[src/rtl/tblrd_pkg.sv]
package tblrd_pkg;
    typedef enum logic [1:0] {
        ST_IDLE    = 2'd0,
        ST_FETCH   = 2'd1,
        ST_DELIVER = 2'd2
    } tr_state_e;
endpackage

[src/rtl/tblrd_addr_gen.sv]
module tblrd_addr_gen #(
    parameter int ADDR_W = 10,
    parameter int PTR_W  = 8,
    localparam int PAGE_W = ADDR_W - PTR_W
) (
    input  logic [PTR_W-1:0]  ptr,
    input  logic [PAGE_W-1:0] pc_page,
    input  logic              page_last,
    output logic [ADDR_W-1:0] addr
);
    logic [PAGE_W-1:0] page_bits;

    always_comb begin
        page_bits = page_last ? {PAGE_W{1'b1}} : pc_page;
        addr      = {page_bits, ptr};
    end
endmodule

[src/rtl/tblrd_seq.sv]
module tblrd_seq
    import tblrd_pkg::*;
#(
    parameter int ADDR_W = 10,
    parameter int DA_W   = 6
) (
    input  logic              clk,
    input  logic              rst_n,
    input  logic              start,
    input  logic [ADDR_W-1:0] addr_in,
    input  logic [DA_W-1:0]   dest_in,
    output logic              rom_rd,
    output logic [ADDR_W-1:0] rom_addr,
    output logic              deliver,
    output logic [DA_W-1:0]   dest_out,
    output logic              busy
);
    typedef struct packed {
        tr_state_e         state;
        logic [ADDR_W-1:0] addr;
        logic [DA_W-1:0]   dest;
    } seq_t;

    seq_t seq_d, seq_q;

    always_comb begin
        seq_d = seq_q;
        case (seq_q.state)
            ST_IDLE: begin
                if (start) begin
                    seq_d.state = ST_FETCH;
                    seq_d.addr  = addr_in;
                    seq_d.dest  = dest_in;
                end
            end
            ST_FETCH: seq_d.state = ST_DELIVER;
            default:  seq_d.state = ST_IDLE;
        endcase
    end

    always_ff @(posedge clk) begin
        if (!rst_n) begin
            seq_q <= '{state: ST_IDLE, addr: '0, dest: '0};
        end else begin
            seq_q <= seq_d;
        end
    end

    assign rom_rd   = (seq_q.state == ST_FETCH);
    assign deliver  = (seq_q.state == ST_DELIVER);
    assign busy     = (seq_q.state != ST_IDLE);
    assign rom_addr = seq_q.addr;
    assign dest_out = seq_q.dest;
endmodule

[src/rtl/tblrd_regs.sv]
module tblrd_regs #(
    parameter int             DATA_W    = 8,
    parameter int             DA_W      = 6,
    parameter int             HIGH_W    = 6,
    parameter logic [DA_W-1:0] PTR_ADDR  = 6'h07,
    parameter logic [DA_W-1:0] HIGH_ADDR = 6'h08
) (
    input  logic              clk,
    input  logic              rst_n,
    input  logic              wr_en,
    input  logic [DA_W-1:0]   wr_addr,
    input  logic [DATA_W-1:0] wr_data,
    input  logic [DA_W-1:0]   rd_addr,
    output logic [DATA_W-1:0] rd_data,
    input  logic              hi_load,
    input  logic [HIGH_W-1:0] hi_data,
    output logic [DATA_W-1:0] ptr,
    output logic [HIGH_W-1:0] high
);
    typedef struct packed {
        logic [DATA_W-1:0] ptr;
        logic [HIGH_W-1:0] high;
    } regs_t;

    regs_t regs_d, regs_q;
    logic [DATA_W-1:0] high_view;

    generate
        if (HIGH_W < DATA_W) begin : g_pad
            assign high_view = {{(DATA_W-HIGH_W){1'b0}}, regs_q.high};
        end else begin : g_full
            assign high_view = regs_q.high[DATA_W-1:0];
        end
    endgenerate

    always_comb begin
        regs_d = regs_q;
        if (wr_en && (wr_addr == PTR_ADDR)) begin
            regs_d.ptr = wr_data;
        end
        if (hi_load) begin
            regs_d.high = hi_data;
        end
    end

    always_ff @(posedge clk) begin
        if (!rst_n) begin
            regs_q <= '0;
        end else begin
            regs_q <= regs_d;
        end
    end

    always_comb begin
        if (rd_addr == PTR_ADDR) begin
            rd_data = regs_q.ptr;
        end else if (rd_addr == HIGH_ADDR) begin
            rd_data = high_view;
        end else begin
            rd_data = '0;
        end
    end

    assign ptr  = regs_q.ptr;
    assign high = regs_q.high;
endmodule

[src/rtl/tblrd_unit.sv]
module tblrd_unit #(
    parameter int              ADDR_W    = 10,
    parameter int              WORD_W    = 14,
    parameter int              DATA_W    = 8,
    parameter int              DA_W      = 6,
    parameter logic [DA_W-1:0] PTR_ADDR  = 6'h07,
    parameter logic [DA_W-1:0] HIGH_ADDR = 6'h08,
    localparam int             PAGE_W    = ADDR_W - DATA_W,
    localparam int             HIGH_W    = WORD_W - DATA_W
) (
    input  logic              clk,
    input  logic              rst_n,
    input  logic              cfg_wr_en,
    input  logic [DA_W-1:0]   cfg_wr_addr,
    input  logic [DATA_W-1:0] cfg_wr_data,
    input  logic [DA_W-1:0]   cfg_rd_addr,
    output logic [DATA_W-1:0] cfg_rd_data,
    input  logic              start,
    input  logic              page_last,
    input  logic [DA_W-1:0]   dest_sel,
    input  logic [PAGE_W-1:0] pc_page,
    output logic              rom_rd,
    output logic [ADDR_W-1:0] rom_addr,
    input  logic [WORD_W-1:0] rom_data,
    output logic              dst_we,
    output logic [DA_W-1:0]   dst_addr,
    output logic [DATA_W-1:0] dst_data,
    output logic              busy
);
    logic [DATA_W-1:0] tbl_ptr;
    logic [HIGH_W-1:0] high_val;
    logic [ADDR_W-1:0] look_addr;
    logic              deliver;

    tblrd_addr_gen #(.ADDR_W(ADDR_W), .PTR_W(DATA_W)) u_addr (
        .ptr       (tbl_ptr),
        .pc_page   (pc_page),
        .page_last (page_last),
        .addr      (look_addr)
    );

    tblrd_seq #(.ADDR_W(ADDR_W), .DA_W(DA_W)) u_seq (
        .clk      (clk),
        .rst_n    (rst_n),
        .start    (start),
        .addr_in  (look_addr),
        .dest_in  (dest_sel),
        .rom_rd   (rom_rd),
        .rom_addr (rom_addr),
        .deliver  (deliver),
        .dest_out (dst_addr),
        .busy     (busy)
    );

    tblrd_regs #(
        .DATA_W(DATA_W), .DA_W(DA_W), .HIGH_W(HIGH_W),
        .PTR_ADDR(PTR_ADDR), .HIGH_ADDR(HIGH_ADDR)
    ) u_regs (
        .clk     (clk),
        .rst_n   (rst_n),
        .wr_en   (cfg_wr_en),
        .wr_addr (cfg_wr_addr),
        .wr_data (cfg_wr_data),
        .rd_addr (cfg_rd_addr),
        .rd_data (cfg_rd_data),
        .hi_load (deliver),
        .hi_data (rom_data[WORD_W-1:DATA_W]),
        .ptr     (tbl_ptr),
        .high    (high_val)
    );

    assign dst_we   = deliver;
    assign dst_data = rom_data[DATA_W-1:0];
endmodule

[config.mk]
export PLATFORM = sky130hd
export DESIGN_NAME = tblrd_unit
export DESIGN_NICKNAME = d
export VERILOG_FILES = /design/src/rtl/tblrd_pkg.sv /design/src/rtl/tblrd_addr_gen.sv /design/src/rtl/tblrd_seq.sv /design/src/rtl/tblrd_regs.sv /design/src/rtl/tblrd_unit.sv
export SDC_FILE = /design/constraint.sdc
export NUM_CORES = 1
export LEC_CHECK = 0
export ABC_AREA = 1
export BUFFER_PORTS_ARGS = -buffer_cell sky130_fd_sc_hd__buf_4
export CAP_MARGIN = 25
export CORE_MARGIN = 5
export CORE_UTILIZATION = 40
export DETAILED_ROUTE_END_ITERATION = 10
export MAX_ROUTING_LAYER = met4
export PLACE_DENSITY = 0.68
export SLEW_MARGIN = 5
export SYNTH_ARGS = -nofsm -noshare
export SYNTH_HDL_FRONTEND = slang
export SYNTH_HIERARCHICAL = 1
export SYNTH_SLANG_ARGS = --single-unit
[constraint.sdc]
create_clock -name clk -period 1.6 [get_ports clk]
set_input_delay 0.24 -clock clk [delete_from_list [all_inputs] [get_ports clk]]
set_output_delay 0.24 -clock clk [all_outputs]
set_load 0.05 [all_outputs]
## Word level (Yosys, flattened, before mapping)

Index checks and enable logic that the tools add are counted.

| word-level totals | value |
|---|---|
| bits in writable memories | 0 |
| ROM bits | 0 |
| bits of input ports | 47 |
| memories kept | 0 |
| logic and storage cells | 20 |
| bits in latches | 0 |
| register bits after elaboration | 32 |

| cells by class | value |
|---|---|
| multipliers | 0 |
| equal/unequal tests | 6 |
| reduce and logical (&&, ||, !) cells | 4 |
| order comparisons | 0 |
| shift-type cells | 0 |
| divide/modulo/power cells | 0 |
| bitwise gates (word level) | 0 |
| add/sub/neg operators | 0 |
| mux-type cells | 5 |

Operators by type and width:

| kind | number |
|---|---|
| $mux 18 | 1 |
| $eq 6x3->1 const B | 2 |
| $mux 8 | 1 |
| $eq 6x4->1 const B | 1 |
| $mux 6 | 1 |
| $pmux 2 s2 | 1 |
| $eq 2x1->1 const B | 1 |
| $eq 2x2->1 const B | 1 |
| $logic_not 2->1 | 1 |
| $mux 2 | 1 |
| $ne 2x2->1 const B | 1 |
| $reduce_and 2->1 | 1 |
| $reduce_bool 2->1 | 1 |
| $logic_and 1x1->1 | 1 |

## Longest topological paths before layout

| logic depth | value |
|---|---|
| word-level depth | 3 |
| gate-level depth with buffers | 6 |

## Modules after synthesis

The synthesis kept the hierarchy.

By module, submodules not included:

| module | sequential area each (um2) | cells an instance | instances | area each (um2) |
|---|---|---|---|---|
| tblrd_seq | 360.3 | 133 | 1 | 927.1 |
| tblrd_regs | 280.3 | 113 | 1 | 769.5 |
| tblrd_addr_gen | 0.0 | 13 | 1 | 78.8 |
| tblrd_unit | 0.0 | 8 | 1 | 60.1 |

## Least setup slack after synthesis

OpenSTA, ideal clock, no wires.

| path | value |
|---|---|
| kind | flip-flop to flip-flop |
| from | register u_seq/seq_q[17] (netlist name) |
| to | register u_regs.regs_q[1] (netlist: u_regs/high[1]) |
| library setup time | 121 ps |
| buffers on the path | 1 |
| arrival time | 1622 ps |
| clock period less this slack | 1743 ps |
| slack | -143 ps |
| cell stages (with the launch flop) | 7 |
| data required time | 1479 ps |
| cells stage by stage | dfxtp_1 inv_1 nor2_1 inv_1 buf_2 o21ai_0 a21oi_1 |

| on the way | value |
|---|---|
| word-level cells in the longest chain between the ends | 1 |

Ends and longest elaborated chain:

| what | line | text |
|---|---|---|
| from (decl) | tblrd_seq.sv:24 | `seq_t seq_d, seq_q;` |
| from (signal assigned) | tblrd_seq.sv:43 | `seq_q <= '{state: ST_IDLE, addr: '0, dest: '0};` |
| from (signal assigned) | tblrd_seq.sv:45 | `seq_q <= seq_d;` |
| $eq 2x2->1 | tblrd_seq.sv:50 | `assign deliver = (seq_q.state == ST_DELIVER);` |
| net dst_we | tblrd_unit.sv:25 | `output logic dst_we,` |
| to (signal assigned) | tblrd_regs.sv:50 | `regs_q <= regs_d;` |
| to (decl) | tblrd_regs.sv:25 | `regs_t regs_d, regs_q;` |

The timed path passes the listed nets, and every way through them passes these cells.
A chain may end at the register's enable or synchronous reset.

## Final worst setup path

| path | value |
|---|---|
| from | register u_seq/seq_q[17] (netlist name) |
| to | output port busy |

| on the way | value |
|---|---|
| word-level cells in the longest chain between the ends | 1 |

Ends and longest elaborated chain:

| what | line | text |
|---|---|---|
| $reduce_bool 2->1 | tblrd_seq.sv:51 | `assign busy = (seq_q.state != ST_IDLE);` |
| to (decl) | tblrd_unit.sv:28 | `output logic busy` |

Every way passes these cells.

==> qor.yml <==
status:
  status: "finished, final reports clean"
grt:
  antenna_found_initial: 0
  grt_pass1_vias: 1516
  grt_max_degree: 34
  grtUsageTotal: 0.129
  gr-total-overflow: 0
  grt_pass1_wl_um: 6320
clock_network:
  cts_tree: "yes"
  clock_latency_ns: 0.28
  ctsResizeCount: 0
  cts_hold_buf: 0
  postCtsSetupRepairBufs: 0
  cts.sinks: 32
  root_buffer: "clkbuf_8"
  h-tree-depth: 2
  cts_buffers: 5
  clkTransAtPathRegs_ns: 0.07
  cts_buffer_depth: 2
yosys:
  synth-main-ff-cell: "dfxtp_1"
  synth.most_common_cell: "inv_1"
  async_flop_share: 0
  yosys-top-cells-area: "dfxtp_1 (35%), buf_4 (13%), inv_1 (9.0%)"
  syn_area_per_cell_um2: 6.87
  synthCells: 267
  ys_warn_count: 6
  yosysTopAreaCell: "dfxtp_1"
  ys_types: 20
  synth_edf_count: 0
  netlist_top_cells_count: "inv_1 (44), nor2_1 (40), buf_4 (33)"
  syn_nets: 314
  synth_top_area_share: 0.349
  seq_area_frac_synth: 0.349
  netlist_area_um2: 1840
  synth_seq_cells: 32
route:
  wl_um: 3720
  wire_per_inst_um: 10.6
  drt_iter0_markers: 27
  routed-via-count: 1581
  post-route-drc-count: 0
  drtPass1Iterations: 4
  antenna_left: 0
  vias_per_cell: 4.49
timing:
  finalSetupViolCount: 0
  tightest_slew_ns: 0.311
  finalCritPeriodShare: 0.862
  hold_viol: 0
  rsz0062_at_grt: "false"
  relSlewSlack: 0.793
  skew_ns: 0.00575
  clock.fmax_ghz: 0.725
  final.min_clock_period_ns: 1.38
  slew_violations: 0
  setup_tns_ns: 0
worst_setup_path:
  reg2reg_depth: 5
  crit_required_ns: 1.36
  rr_endpoint: "u_seq/rom_addr[2]$_SDFFE_PN0P_"
  cp-start-kind: "register"
  crit_slowest_cell: "dfxtp_1"
  critPathArrivalTime_ns: 1.14
  max_stage_delay_ns: 0.36
  r2r-start: "u_seq/seq_q[17]$_SDFFE_PN0P_"
  crit_path_max_fanout: 10
  ff2ff_setup_slack_ns: 0.40
  cp_top_family: "flip-flops"
  critPathCaptureType: "output pin"
  path_buf_inv: 2
  crit_chain: "nor2_4 -> inv_1 -> buf_4"
  crit_type: "register to output pin"
floorplan:
  chipHeight_um: 77.7
  pin_count: 82
  die-area_um2: 6040
  rows: 24
  start_util: 0.416
  placeableCoreArea_um2: 4410
  die-width_um: 77.7
placement:
  hpwl_um: 2840
  place.gp.congestion: 0.783
  io_buffers: 65
  dp_cells: 344
worst_hold_path:
  hp-start: "rom_data[11]"
  hold_end: "u_regs/high[3]$_SDFFE_PN0P_"
  hold_path.class: "primary input to register"
  hold_path_depth: 3
pwr:
  power_switching_mw: 0.612
  p_comb_frac: 0.216
  p_per_area_nw_per_um2: 940
  pwr-share-seq: 0.414
  switching_share: 0.294
  vdd_drop_max_mv: 0.375
  p_int_mw: 1.47
  cellLeakagePower_nw: 1.11
  power_frac_clock: 0.370
cells_and_area:
  synthToLayoutAreaGrowth_pct: 20.7
  drive_above_1_share: 0.297
  ff_latch_area_um2: 641
  antenna_cells: 0
  fin_nets: 346
  instances_no_fill: 352
  fillers: 470
  multi_input_area_um2: 718
flow_run:
  maxCapViolations: 0
==> final cells by class <==
class,count,share of cell area
flip-flops and latches,32,0.289
multi-input cells,147,0.324
inverters,45,0.0763
repair buffers,68,0.231
clock inverters,3,0.0192
clock buffers,5,0.0311
well taps,52,0.0294
==> worst register-to-register path: cells and delay by family, from the launching register on <==
family | cells | cell delay [ns]
buffers and inverters | 2 | 0.38
DFF | 1 | 0.36
and+or+nand+nor | 2 | 0.35
AOI/OAI and AO/OA | 1 | 0.06
==> sequential cells by signal, summed over array words and instances (netlist names) <==
register        cells
u_seq/dest_out      6
u_seq/rom_addr     10
u_regs/ptr          8
u_seq/seq_q         2
u_regs/high         6
==> per-layer routing <==
layer	up-vias	track usage	routed length [um]
met5	-	-	0
met4	0	0.0412	18
met3	2	0.0475	294
met2	68	0.212	1660
met1	663	0.145	1740
li1	848	-	-
==> cells by family (layout without fill, tap and decap cells) <==
group,after synthesis,in the layout,share of synthesized area
AND/OR/NAND/NOR,113,113,0.295
buffers and inverters,88,121,0.261
AO/OA/AOI/OAI,34,34,0.0948
flip-flops,32,32,0.349
==> metrics by stage <==
stage / hold slack [ns] / instance area, um2 / setup slack (ns) / util / total power [mW]
2_1_floorplan: 0.378 / 1840 / 0.0598 / - / 1.28
3_3_place_gp: 0.461 / 2100 / 0.272 / 0.476 / 1.33
3_5_place_dp: 0.460 / 2100 / 0.248 / 0.476 / 1.34
4_1_cts: 0.227 / 2210 / 0.182 / 0.502 / 2.12
5_1_grt: 0.233 / 2210 / 0.146 / 0.502 / 2.17
6_report: 0.236 / 2210 / 0.221 / 0.502 / 2.08
==> cell usage in the layout, fill, tap and decap left out <==
master,Yosys,layout
buf_4,33,68
inv_1,44,44
nor2_1,40,39
nand2_1,32,32
dfxtp_1,32,32
nand3_1,30,30
a21oi_1,22,22
o21ai_0,6,6
clkbuf_8,0,5
o21ai_1,5,5
nor2_4,3,3
nand2_2,3,3
nor2_2,1,2
bufinv_16,0,1
clkinv_2,0,1
clkinvlp_4,0,1
inv_2,1,1
nand4_4,1,1
nor3_4,1,1
o21ai_2,1,1
nor2_8,1,1
nor3_1,1,1
==> worst max path at each step <==
stage                           to  slack (ns)  depth (start not counted)                    startpoint
detailed placement  cfg_rd_data[7]        0.25                          5                cfg_rd_addr[3]
floorplan           cfg_rd_data[0]        0.06                          3                cfg_rd_addr[5]
finish                        busy        0.22                          3  u_seq/seq_q[17]$_SDFFE_PN0P_
CTS                           busy        0.18                          3  u_seq/seq_q[17]$_SDFFE_PN0P_
global route        cfg_rd_data[2]        0.15                          5                cfg_rd_addr[3]
global placement    cfg_rd_data[0]        0.27                          5                cfg_rd_addr[5]
==> power by group through the flow <==
stage	logic, mW	registers, mW	clock network, mW
final	0.449	0.862	0.771
after global routing	0.490	0.867	0.818
after CTS	0.456	0.863	0.797
after detailed placement	0.456	0.881	0
after global placement	0.452	0.880	0
after floorplan	0.403	0.875	0
(Power assumes the default switching activity.)
